===== src/rtl/isr_pkg.sv =====
package isr_pkg;
  localparam int STAT_W = 32;
  localparam int IDX_W  = $clog2(STAT_W);
  localparam int DSC_N  = 4;
  localparam int POS_IN_DSC  = 0;
  localparam int POS_OUT_DSC = POS_IN_DSC + DSC_N;
  localparam int POS_STARVE  = 9;
  localparam int POS_EXT     = 25;
  localparam int POS_ABORT   = 26;
  localparam logic [STAT_W-1:0] IMPL_MASK =
      (STAT_W'((1 << (2*DSC_N)) - 1)) | (STAT_W'(1) << POS_STARVE) |
      (STAT_W'(1) << POS_EXT) | (STAT_W'(1) << POS_ABORT);

  typedef enum logic [1:0] {
    SEL_STATUS = 2'd0,
    SEL_MASK   = 2'd1,
    SEL_GEN    = 2'd2,
    SEL_NONE   = 2'd3
  } reg_sel_e;
endpackage


===== src/rtl/isr_status_reg.sv =====
module isr_status_reg #(
  parameter int W = 32,
  parameter logic [W-1:0] IMPL = '1
) (
  input  logic         clk,
  input  logic         rst_n,
  input  logic [W-1:0] set_vec,
  input  logic [W-1:0] clr_vec,
  output logic [W-1:0] status_q
);
  for (genvar g = 0; g < W; g++) begin : g_bit
    if (IMPL[g]) begin : g_impl
      logic bit_nxt, bit_q, bit_en;
      always_comb begin
        bit_en  = set_vec[g] | clr_vec[g];
        bit_nxt = set_vec[g] | (bit_q & ~clr_vec[g]);
      end
      always_ff @(posedge clk or negedge rst_n) begin
        if (!rst_n)      bit_q <= 1'b0;
        else if (bit_en) bit_q <= bit_nxt;
      end
      assign status_q[g] = bit_q;
    end else begin : g_rsvd
      assign status_q[g] = 1'b0;
    end
  end
endmodule


===== src/rtl/isr_ctrl_regs.sv =====
module isr_ctrl_regs #(
  parameter int W = 32,
  parameter logic [W-1:0] IMPL = '1
) (
  input  logic         clk,
  input  logic         rst_n,
  input  logic         mask_we,
  input  logic         gen_we,
  input  logic [W-1:0] wdata,
  output logic [W-1:0] mask_q,
  output logic         gen_q
);
  logic [W-1:0] mask_nxt;
  logic         gen_nxt;

  always_comb begin
    mask_nxt = wdata & IMPL;
    gen_nxt  = wdata[0];
  end

  always_ff @(posedge clk or negedge rst_n) begin
    if (!rst_n) begin
      mask_q <= '0;
      gen_q  <= 1'b0;
    end else begin
      if (mask_we) mask_q <= mask_nxt;
      if (gen_we)  gen_q  <= gen_nxt;
    end
  end
endmodule


===== src/rtl/isr_lowest_find.sv =====
module isr_lowest_find #(
  parameter int W  = 32,
  parameter int IW = $clog2(W)
) (
  input  logic [W-1:0]  vec,
  output logic [IW-1:0] idx,
  output logic          vld
);
  always_comb begin
    idx = '0;
    vld = |vec;
    for (int i = W - 1; i >= 0; i--) begin
      if (vec[i]) idx = IW'(i);
    end
  end
endmodule


===== src/rtl/isr_aggregator.sv =====
module isr_aggregator
  import isr_pkg::*;
(
  input  logic              clk,
  input  logic              rst_n,
  input  logic [DSC_N-1:0]  in_dsc,
  input  logic [DSC_N-1:0]  out_dsc,
  input  logic              in_starve,
  input  logic              ext_line,
  input  logic              bus_abort,
  input  logic              reg_wr,
  input  logic [1:0]        reg_sel,
  input  logic [STAT_W-1:0] reg_wdata,
  output logic [STAT_W-1:0] status_q,
  output logic [STAT_W-1:0] mask_q,
  output logic              gen_q,
  output logic              cpu_irq,
  output logic              pend_vld,
  output logic [IDX_W-1:0]  pend_idx
);
  logic [1:0]        rst_pipe;
  logic              rst_sync_n;
  logic [STAT_W-1:0] set_vec, clr_vec, pend_vec;
  logic              mask_we, gen_we;
  reg_sel_e          sel;

  always_ff @(posedge clk or negedge rst_n) begin
    if (!rst_n) rst_pipe <= 2'b00;
    else        rst_pipe <= {rst_pipe[0], 1'b1};
  end
  assign rst_sync_n = rst_pipe[1];

  always_comb begin
    sel     = reg_sel_e'(reg_sel);
    set_vec = '0;
    set_vec[POS_IN_DSC  +: DSC_N] = in_dsc;
    set_vec[POS_OUT_DSC +: DSC_N] = out_dsc;
    set_vec[POS_STARVE] = in_starve;
    set_vec[POS_EXT]    = ext_line;
    set_vec[POS_ABORT]  = bus_abort;
    clr_vec = (reg_wr && sel == SEL_STATUS) ? reg_wdata : '0;
    mask_we = reg_wr && sel == SEL_MASK;
    gen_we  = reg_wr && sel == SEL_GEN;
  end

  isr_status_reg #(.W(STAT_W), .IMPL(IMPL_MASK)) i_status (
    .clk(clk), .rst_n(rst_sync_n), .set_vec(set_vec), .clr_vec(clr_vec),
    .status_q(status_q));

  isr_ctrl_regs #(.W(STAT_W), .IMPL(IMPL_MASK)) i_ctrl (
    .clk(clk), .rst_n(rst_sync_n), .mask_we(mask_we), .gen_we(gen_we),
    .wdata(reg_wdata), .mask_q(mask_q), .gen_q(gen_q));

  assign pend_vec = status_q & mask_q;

  isr_lowest_find #(.W(STAT_W), .IW(IDX_W)) i_find (
    .vec(pend_vec), .idx(pend_idx), .vld(pend_vld));

  assign cpu_irq = pend_vld & gen_q;
endmodule


===== config.mk =====
export PLATFORM = sky130hd
export DESIGN_NAME = isr_aggregator
export DESIGN_NICKNAME = d
export VERILOG_FILES = /design/src/rtl/isr_pkg.sv /design/src/rtl/isr_status_reg.sv /design/src/rtl/isr_ctrl_regs.sv /design/src/rtl/isr_lowest_find.sv /design/src/rtl/isr_aggregator.sv
export SDC_FILE = /design/constraint.sdc
export NUM_CORES = 1
export LEC_CHECK = 0
export ABC_AREA = 1
export BUFFER_PORTS_ARGS = -buffer_cell sky130_fd_sc_hd__buf_2
export CAP_MARGIN = 20
export CORE_MARGIN = 4
export CORE_UTILIZATION = 40
export DETAILED_ROUTE_END_ITERATION = 10
export GPL_TIMING_DRIVEN = 0
export PLACE_DENSITY = 0.82
export SLEW_MARGIN = 20
export SYNTH_ARGS = -nofsm -noshare
export SYNTH_HDL_FRONTEND = slang
export SYNTH_SLANG_ARGS = --single-unit

===== constraint.sdc =====
create_clock -name clk -period 1.2 [get_ports clk]
set_input_delay 0.12 -clock clk [delete_from_list [all_inputs] [get_ports clk]]
set_output_delay 0.12 -clock clk [all_outputs]
set_load 0.02 [all_outputs]

==> metrics.txt, run 1 <==
outcome finished with violations; failing checks negative setup slack; Ports 120; DR vias 1472; vias in the first global route 1333; global-route wire length before repair 5760 µm; TritonRoute pass-1 iters 4; period utilization 122%; commonest non-fill, non-tap cell in the layout buf_4; Skew-Pair Late Insertion Delay 0.26 ns; via-per-instance ratio 3.91; area grow syn2layout 57.3%; sequential area share after synthesis 38.5%; final hold viol count 0; GP Congestion 0.724; Leak 1.47 nW; starting density of the core 42.8%; TritonCTS clock tree yes; Crit path largest cell delay 0.40 ns; Max clock buf depth 2; Final WS setup -0.265 ns; crit end category primary output; Filler cells 341; Die Y 71.7 µm; Worst Hold Slack 0.0342 ns; Setup crit start kind flop; kind of critical path reg -> out; worst path cell trace nand2_2 -> nand2_4 -> nor2_2 -> nand2_2 -> inv_2 -> nand2_2 -> nand2_2 -> inv_2 -> buf_6; r2r worst-path depth 4; Worst path slowest cell dfrtp_1; RSZ-0062 raised after global routing yes; slew margin rel. 66.4%; Post-route DRC 0; clk slew on worst S/H paths 0.08 ns; 1st-iter DRT viols 37; Peak VDD IR 954 µV; Cell Rows 22; syn_area_per_cell 8.17 µm²; H-tree Lvls 1; DP Cell Count 344; Max Freq 682 MHz; post-route minimum period 1.47 ns; total track usage 13.9%; most frequent cells in the layout buf_4, conb_1, buf_2; Avg WL per Cell 9.92 µm; Port Buffers 56; Post-Syn Area 1630 µm²; Finished Layout Cells 376; largest net degree at the start of global routing 24; initial antenna violation count 0; final setup vio count 10; min-delay worst type in -> reg; Layout Skew 0.00144 ns; Critical Path Most Common Cell nand2_2; layout cells sized above 1 59.1%; CTS Root Cell clkbuf_8; final wirelength 3730 µm; power density over the cells 1060 nW/µm²; hpwl dp 2820 µm; yosys warns 0; Crit Path Max Fanout 3; DIE AREA 5150 µm²; Worst Hold Depth 3; Final ANT Viol Nets 0; number of synthesized register bits 25; CTS Buf Count 3; reported max-cap violation count 0; Core Region 3800 µm²; Sink Count 25; total chip power 2.71 mW; Arrival @ worst endpoint 1.35 ns; Slew @ Worst Pin 0.505 ns; DIE WIDTH 71.7 µm; Crit path required time 1.08 ns; Mapped Cells 199; # diodes 0; final net count 377; pins over their slew limit 0; grt total ovfl 0; post-synth cell types 21
final cells by class:
class                   instances  area (µm²)  share of cell area (%)
clock buffers                   3        41.3                    1.62
flip-flops and latches         25         637                    24.9
well taps                      48        60.1                    2.35
clock inverters                 1        5.00                   0.196
repair buffers                 85         609                    23.8
inverters                      28         105                    4.11
multi-input cells             131         681                    26.6
plain buffers                  55         418                    16.3
where the power goes:
part | switching, mW | internal (mW)
Combinational | 0.658 | 0.566
Sequential | 0.0785 | 0.931
Clock | 0.247 | 0.231
Total | 0.984 | 1.73
metrics by stage:
step	worst slack [ns]	instance area, µm²	util (%)	TNS (ns)
after floorplan	-0.0121	1800	-	-0.0266
after global placement	-0.0627	2140	56.4	-0.0976
after detailed placement	-0.0785	2140	56.4	-0.128
after CTS	-0.280	2420	63.6	-1.56
after global routing	-0.364	2560	67.3	-2.41
final	-0.265	2560	67.3	-1.64
synthesized netlist by cell type:
library cell	count	share of area, %
nor2_2	2	0.77
nand3_2	1	0.62
buf_6	2	1.4
a31oi_1	1	0.39
inv_1	26	6.0
nand2_1	39	9.0
conb_1	2	0.46
dfrtp_1	25	38
nor2_1	5	1.2
buf_4	53	24
o21ai_2	11	5.9
nor2_4	1	0.69
inv_2	2	0.46
nor3_1	1	0.31
buf_2	1	0.31
nand4_1	1	0.39
o21ai_0	2	0.62
nand2_2	12	4.6
a21oi_2	1	0.54
o21ai_1	10	3.1
nand3_1	1	0.31
what timing repair did:
| action | in CTS | in global routing |
|---|---|---|
| hold buffers | 1 | 0 |
| buffers inserted | 20 | 8 |
| pin swaps | 7 | 7 |
| setup endpoints to repair | 7 | 24 |
| gates resized for setup | 22 | 28 |
| hold endpoints to repair | 2 | 0 |
per-layer routing:
layer  wire length [µm]  GRT usage, %
met1               1360          15.7
met5                  0             0
met2               2100          26.5
met4                 13          1.88
met3                262          3.51
state kept, by name (all words and copies together), names as in the netlist:
signal                       flops
i_ctrl.mask_q                   11
i_status.g_bit.g_impl.bit_q     11
i_ctrl.gen_q                     1
rst_pipe                         2
worst max-delay path, delay by kind of cell (launching register included):
family | cells | cell delay [ns]
and+or+nand+nor | 6 | 0.47
buffers and inverters | 3 | 0.22
DFF | 1 | 0.40
worst paths after layout:
check / start / end / slack [ns]
worst max register to register: i_status.g_bit[1].g_impl.bit_q$_DFFE_PN0P_ / i_status.g_bit[1].g_impl.bit_q$_DFFE_PN0P_ / 0.29
worst max-delay path: i_status.g_bit[0].g_impl.bit_q$_DFFE_PN0P_ / cpu_irq / -0.27
worst min register to register: rst_pipe[1]$_DFF_PN0_ / i_status.g_bit[6].g_impl.bit_q$_DFFE_PN0P_ / 0.24
max in group asynchronous: rst_pipe[1]$_DFF_PN0_ / i_ctrl.mask_q[1]$_DFFE_PN0P_ / 0.59
min in group asynchronous: rst_n / rst_pipe[0]$_DFF_PN0_ / 0.17
worst min-delay path: out_dsc[1] / i_status.g_bit[5].g_impl.bit_q$_DFFE_PN0P_ / 0.03
cell families (layout without fill, tap and decap cells):
group | after synthesis | after routing | synth area share (%)
compound gates | 25 | 25 | 10.5
simple gates | 63 | 63 | 17.9
buf+inv | 84 | 172 | 32.6
flops | 25 | 25 | 38.5
other cells | 2 | 43 | 0.462
Power figures use the tool's default switching activity.
==> inputs of run 2 (changes only) <==
--- a/config.mk
+++ b/config.mk
@@ -12,6 +12,7 @@
 export CORE_UTILIZATION = 40
 export DETAILED_ROUTE_END_ITERATION = 10
 export GPL_TIMING_DRIVEN = 0
+export HOLD_SLACK_MARGIN = 0.1
 export PLACE_DENSITY = 0.82
 export SLEW_MARGIN = 20
 export SYNTH_ARGS = -nofsm -noshare
==> metrics.txt, run 2 (synthesis gave the netlist of run 1 again) <==
outcome finished with violations; failing checks negative setup slack; final net count 389 (+3.2%); Crit path largest cell delay 0.42 ns (+0.02 ns); # diodes 0 (unchanged); largest net degree at the start of global routing 24 (unchanged); kind of critical path reg -> out; period utilization 123% (+0.79 points); via-per-instance ratio 3.95 (+0.99%); area grow syn2layout 64.7%; total track usage 15.0% (+1.1 points); RSZ-0062 raised after global routing yes; clk slew on worst S/H paths 0.08 ns (about the same); TritonCTS clock tree yes; Final ANT Viol Nets 0 (unchanged); starting density of the core 42.8% (unchanged); 1st-iter DRT viols 53 (+43%); DIE WIDTH 71.7 µm (unchanged); Leak 1.52 nW (+3.4%); worst path cell trace nand2_4 -> nand2_4 -> nor2_4 -> nand2_2 -> inv_2 -> nand2_2 -> nand2_2 -> inv_2 -> buf_6; pins over their slew limit 0 (unchanged); Setup crit start kind flop; TritonRoute pass-1 iters 4 (unchanged); flop-to-flop setup slack 0.29 ns (about the same); buffer and inverter count on the worst path 3 (unchanged); Slew @ Worst Pin 0.507 ns (+0.00255 ns); GP Congestion 0.724 (unchanged); Worst Hold Slack 0.112 ns (+0.0777 ns); global-route wire length before repair 6220 µm (+8.0%); final core occ 70.5% (+3.2 points); Core Region 3800 µm² (unchanged); post-route minimum period 1.47 ns (+0.00943 ns); Arrival @ worst endpoint 1.35 ns (about the same); dpl cell area 2140 µm² (unchanged); grt total ovfl 0 (unchanged); CP Depth 9 (unchanged); vias in the first global route 1445 (+8.4%); Port Buffers 56 (unchanged); commonest non-fill, non-tap cell in the layout buf_4; total chip power 2.75 mW (+1.3%); Critical Path Most Common Cell nand2_2; CTS Root Cell clkbuf_8; Avg WL per Cell 10.3 µm (+4.3%); Max Freq 678 MHz (-0.64%); Sink Count 25 (unchanged); r2r worst-path depth 4 (unchanged); H-tree Lvls 1 (unchanged); Layout Skew 0.00202 ns (+0.000580 ns); Max clock buf depth 2 (unchanged); crit end category primary output; final wirelength 4010 µm (+7.6%); final hold viol count 0 (unchanged); Filler cells 327 (-4.1%); layout cells sized above 1 57.1% (-2.1 points); min-delay worst type in -> reg; Final WS setup -0.275 ns (-0.00943 ns); Ports 120 (unchanged); final setup vio count 10 (unchanged); Skew-Pair Late Insertion Delay 0.26 ns (about the same); Crit Path Max Fanout 3 (unchanged); Final Cell Area 2680 µm² (+4.7%); Post-route DRC 0 (unchanged); Largest regs i_ctrl.mask_q: 11 flops, i_status.g_bit.g_impl.bit_q: 11 flops, rst_pipe: 2 flops; Crit path max-delay family simple AND/OR/NAND/NOR gates; power density over the cells 1030 nW/µm² (-3.3%); Die Y 71.7 µm (unchanged); CTS Buf Count 3 (unchanged); slew margin rel. 66.2% (-0.17 points); DR vias 1534 (+4.2%); reported max-cap violation count 0 (unchanged); Worst path slowest cell dfrtp_1; Peak VDD IR 972 µV (+1.9%); Crit path required time 1.08 ns (about the same); most frequent cells in the layout buf_4, conb_1, buf_2; hpwl dp 2820 µm (unchanged); DIE AREA 5150 µm² (unchanged); Worst Hold Depth 3 (unchanged); initial antenna violation count 0 (unchanged); Finished Layout Cells 388 (+3.2%); DP Cell Count 344 (unchanged); Cell Rows 22 (unchanged)
[run 2: changes by cell type in the layout (fill, tap and decap cells not counted)]
| cell | delta |
|---|---|
| dlygate4sd3_1 | +12 |
[run 2: final timing paths]
path,from,endpoint
worst min register to register,rst_pipe[1]$_DFF_PN0_,i_status.g_bit[6].g_impl.bit_q$_DFFE_PN0P_
min in group asynchronous,rst_n,rst_pipe[0]$_DFF_PN0_
worst max register to register,i_status.g_bit[1].g_impl.bit_q$_DFFE_PN0P_,i_status.g_bit[1].g_impl.bit_q$_DFFE_PN0P_
max in group asynchronous,rst_pipe[1]$_DFF_PN0_,i_ctrl.mask_q[1]$_DFFE_PN0P_
worst min-delay path,reg_wdata[1],i_ctrl.mask_q[1]$_DFFE_PN0P_
worst max-delay path,i_status.g_bit[6].g_impl.bit_q$_DFFE_PN0P_,cpu_irq
[run 2: tightest hold or removal path: stages]
cell and delay, ns:
buf_2 0.10, inv_1 0.07, o21ai_2 0.06
[run 2: per-layer routing]
layer / global-route usage (%) / wire length (µm) / up-vias
met1: 16.3 / 1390 / 689
met2: 29.6 / 2320 / 51
met5: 0 / 0 / -
met3: 3.51 / 261 / 4
li1: - / - / 790
met4: 1.88 / 35 / 0
[run 2: cell type report]
cell class              instances  area (µm²)  area share (%)
clock inverters                 1        5.00           0.187
well taps                      48        60.1            2.24
repair buffers                 97         729            27.3
clock buffers                   3        41.3            1.54
plain buffers                  55         418            15.6
inverters                      28         105            3.93
multi-input cells             131         681            25.4
flip-flops and latches         25         637            23.8
[run 2: repair_timing]
action                                 4_1_cts  5_1_grt
pin swaps                                    7        7
hold buffers                                13        0
setup endpoints to repair                    7       24
resized for setup                           22       28
setup buffers                               20        8
endpoints found under the hold margin       14        0
[run 2: metrics by stage]
step | worst slack [ns] | setup TNS [ns]
2_1_floorplan | -0.0121 | -0.0266
3_3_place_gp | -0.0627 | -0.0976
3_5_place_dp | -0.0785 | -0.128
4_1_cts | -0.280 | -1.56
5_1_grt | -0.363 | -2.41
6_report | -0.275 | -1.66
[run 2: where the power goes]
group | internal [mW] | switching (mW) | leakage [nW]
clock network | 0.232 | 0.249 | 0.0255
registers | 0.931 | 0.0789 | 0.263
logic | 0.592 | 0.665 | 1.23
==> inputs of run 3 (changes only) <==
--- a/config.mk
+++ b/config.mk
@@ -9,11 +9,12 @@
 export BUFFER_PORTS_ARGS = -buffer_cell sky130_fd_sc_hd__buf_2
 export CAP_MARGIN = 20
 export CORE_MARGIN = 4
-export CORE_UTILIZATION = 40
+export CORE_UTILIZATION = 42
+export CTS_BUF_LIST = sky130_fd_sc_hd__clkbuf_4
 export DETAILED_ROUTE_END_ITERATION = 10
 export GPL_TIMING_DRIVEN = 0
 export HOLD_SLACK_MARGIN = 0.1
-export PLACE_DENSITY = 0.82
+export PLACE_DENSITY = 0.85
 export SLEW_MARGIN = 20
 export SYNTH_ARGS = -nofsm -noshare
 export SYNTH_HDL_FRONTEND = slang
==> metrics.txt, run 3 (synthesis gave the netlist of run 1 again) <==
outcome finished with violations; failing checks negative setup slack; Worst Hold Depth 3 (unchanged); Setup crit start kind flop; RSZ-0062 raised after global routing yes; Crit path required time 1.08 ns (about the same); Critical Path Most Common Cell nand2_2; H-tree Lvls 1 (unchanged); Final ANT Viol Nets 0 (unchanged); flop-to-flop setup slack 0.27 ns (-0.02 ns); period utilization 129% (+6.3 points); Hold Path End i_ctrl.gen_q$_DFFE_PN0P_; reg2reg end i_status.g_bit[0].g_impl.bit_q$_DFFE_PN0P_; worst path cell trace nand2_4 -> nand2_4 -> nor2_4 -> nand2_2 -> inv_2 -> nand2_2 -> nand2_2 -> inv_2 -> buf_6; Crit path largest cell delay 0.46 ns (+0.04 ns); crit end category primary output; initial antenna violation count 0 (unchanged); DIE WIDTH 70.2 µm (-2.1%); power density over the cells 979 nW/µm² (-4.6%); Largest regs i_ctrl.mask_q: 11 flops, i_status.g_bit.g_impl.bit_q: 11 flops, rst_pipe: 2 flops; TritonCTS clock tree yes; starting density of the core 44.1% (+1.3 points); post-route minimum period 1.55 ns (+0.0754 ns); Peak VDD IR 586 µV (-40%); Slew @ Worst Pin 0.523 ns (+0.0155 ns); CTS Root Cell clkbuf_4; Layout Skew 0.00162 ns (-0.000401 ns); GP Congestion 0.721 (-0.43%); pins over their slew limit 0 (unchanged); area grow syn2layout 70.8%; 1st-iter DRT viols 18 (-66%); final net count 391 (+0.51%); Port Buffers 56 (unchanged); Max clock buf depth 2 (unchanged); DIE AREA 4930 µm² (-4.2%); Cell Rows 22 (unchanged); Crit Path Max Fanout 3 (unchanged); buffer and inverter count on the worst path 3 (unchanged); most frequent cells in the layout buf_4, conb_1, buf_2; CTS Buf Count 3 (unchanged); Leak 1.54 nW (+1.5%); Core Region 3690 µm² (-2.9%); Worst path slowest cell dfrtp_2; crit path launch i_ctrl.mask_q[7]$_DFFE_PN0P_; DR vias 1556 (+1.4%); largest net degree at the start of global routing 24 (unchanged); grt total ovfl 0 (unchanged); Avg WL per Cell 11.4 µm (+9.8%); min-delay worst type in -> reg; Max Freq 645 MHz (-4.9%); Skew-Pair Late Insertion Delay 0.32 ns (+0.06 ns); reported max-cap violation count 0 (unchanged); # diodes 0 (unchanged); hpwl dp 2790 µm (-1.2%); layout cells sized above 1 53.5% (-3.6 points); total track usage 18.0% (+3.1 points); slew margin rel. 65.2% (-1.0 points); DP Cell Count 344 (unchanged); kind of critical path reg -> out; Ports 120 (unchanged); final wirelength 4430 µm (+10%); via-per-instance ratio 3.99 (+0.91%); vias in the first global route 1535 (+6.2%); Worst Hold Slack 0.105 ns (-0.00741 ns); Arrival @ worst endpoint 1.43 ns (+0.08 ns); r2r worst-path depth 4 (unchanged); HP Start reg_wr; Finished Layout Cells 390 (+0.52%); Crit path max-delay family flip-flops; commonest non-fill, non-tap cell in the layout buf_4; Sink Count 25 (unchanged); TritonRoute pass-1 iters 4 (unchanged); final hold viol count 0 (unchanged); Post-route DRC 0 (unchanged); final setup vio count 10 (unchanged); r2r startpoint i_status.g_bit[0].g_impl.bit_q$_DFFE_PN0P_; Final WS setup -0.350 ns (-0.0754 ns); clk slew on worst S/H paths 0.15 ns (+0.07 ns); global-route wire length before repair 7060 µm (+13%); Die Y 70.2 µm (-2.1%)
run 3: cell types whose count changed in the layout (fill, tap and decap cells not counted), sizes merged:
cell | before | now
buf | 139 | 129
clkinv | 1 | 0
clkinvlp | 0 | 1
dlygate4sd3 | 13 | 25
run 3: cell type report:
type	instances	area (µm²)
plain buffers	48	372
clock buffers	3	22.5
clock inverters	1	7.51
fillers	285	912
inverters	28	105
multi-input cells	131	696
flip-flops and latches	25	637
well taps	48	60.1
repair buffers	106	877
run 3: routing by layer:
layer | up-vias | track usage, % | routed length, µm
met5 | - | 0 | 0
met4 | 0 | 4.68 | 38
met3 | 4 | 3.02 | 250
met2 | 54 | 35.5 | 2460
met1 | 710 | 19.5 | 1680
li1 | 788 | - | -
run 3: worst max path at each step:
| stage | end | slack (ns) | depth (start not counted) |
|---|---|---|---|
| floorplan | pend_idx[0] | -0.01 | 8 |
| global placement | pend_idx[4] | -0.06 | 8 |
| detailed placement | pend_idx[4] | -0.08 | 8 |
| CTS | cpu_irq | -0.35 | 9 |
| global route | cpu_irq | -0.44 | 9 |
| finish | cpu_irq | -0.35 | 9 |
run 3: what timing repair did:
item                       4_1_cts  5_1_grt
hold endpoints to repair        25        0
setup endpoints to repair        7       34
pin swaps                        7        6
setup buffers                   22        6
gates cloned                     0        0
gates resized for setup         50       28
hold buffers                    25        0
run 3: metrics by stage:
step,worst slack (ns),power (mW),setup TNS [ns],area [µm²],utilization [%]
after detailed placement,-0.0844,1.96,-0.140,2140,58.1
after floorplan,-0.0121,1.73,-0.0266,1800,-
after global placement,-0.0551,1.95,-0.0827,2140,58.1
after global routing,-0.441,2.88,-3.19,2780,75.3
final,-0.350,2.72,-2.41,2780,75.3
after CTS,-0.347,2.63,-2.49,2750,74.6
run 3: power breakdown:
part | internal [mW] | switching [mW] | total [mW]
Combinational | 0.616 | 0.682 | 1.30
Sequential | 0.931 | 0.0872 | 1.02
Clock | 0.127 | 0.275 | 0.402
Total | 1.67 | 1.04 | 2.72
run 3: tightest hold or removal path: stages:
cell	delay, ns
buf_2	0.12
nand3_1	0.09
o21ai_0	0.08
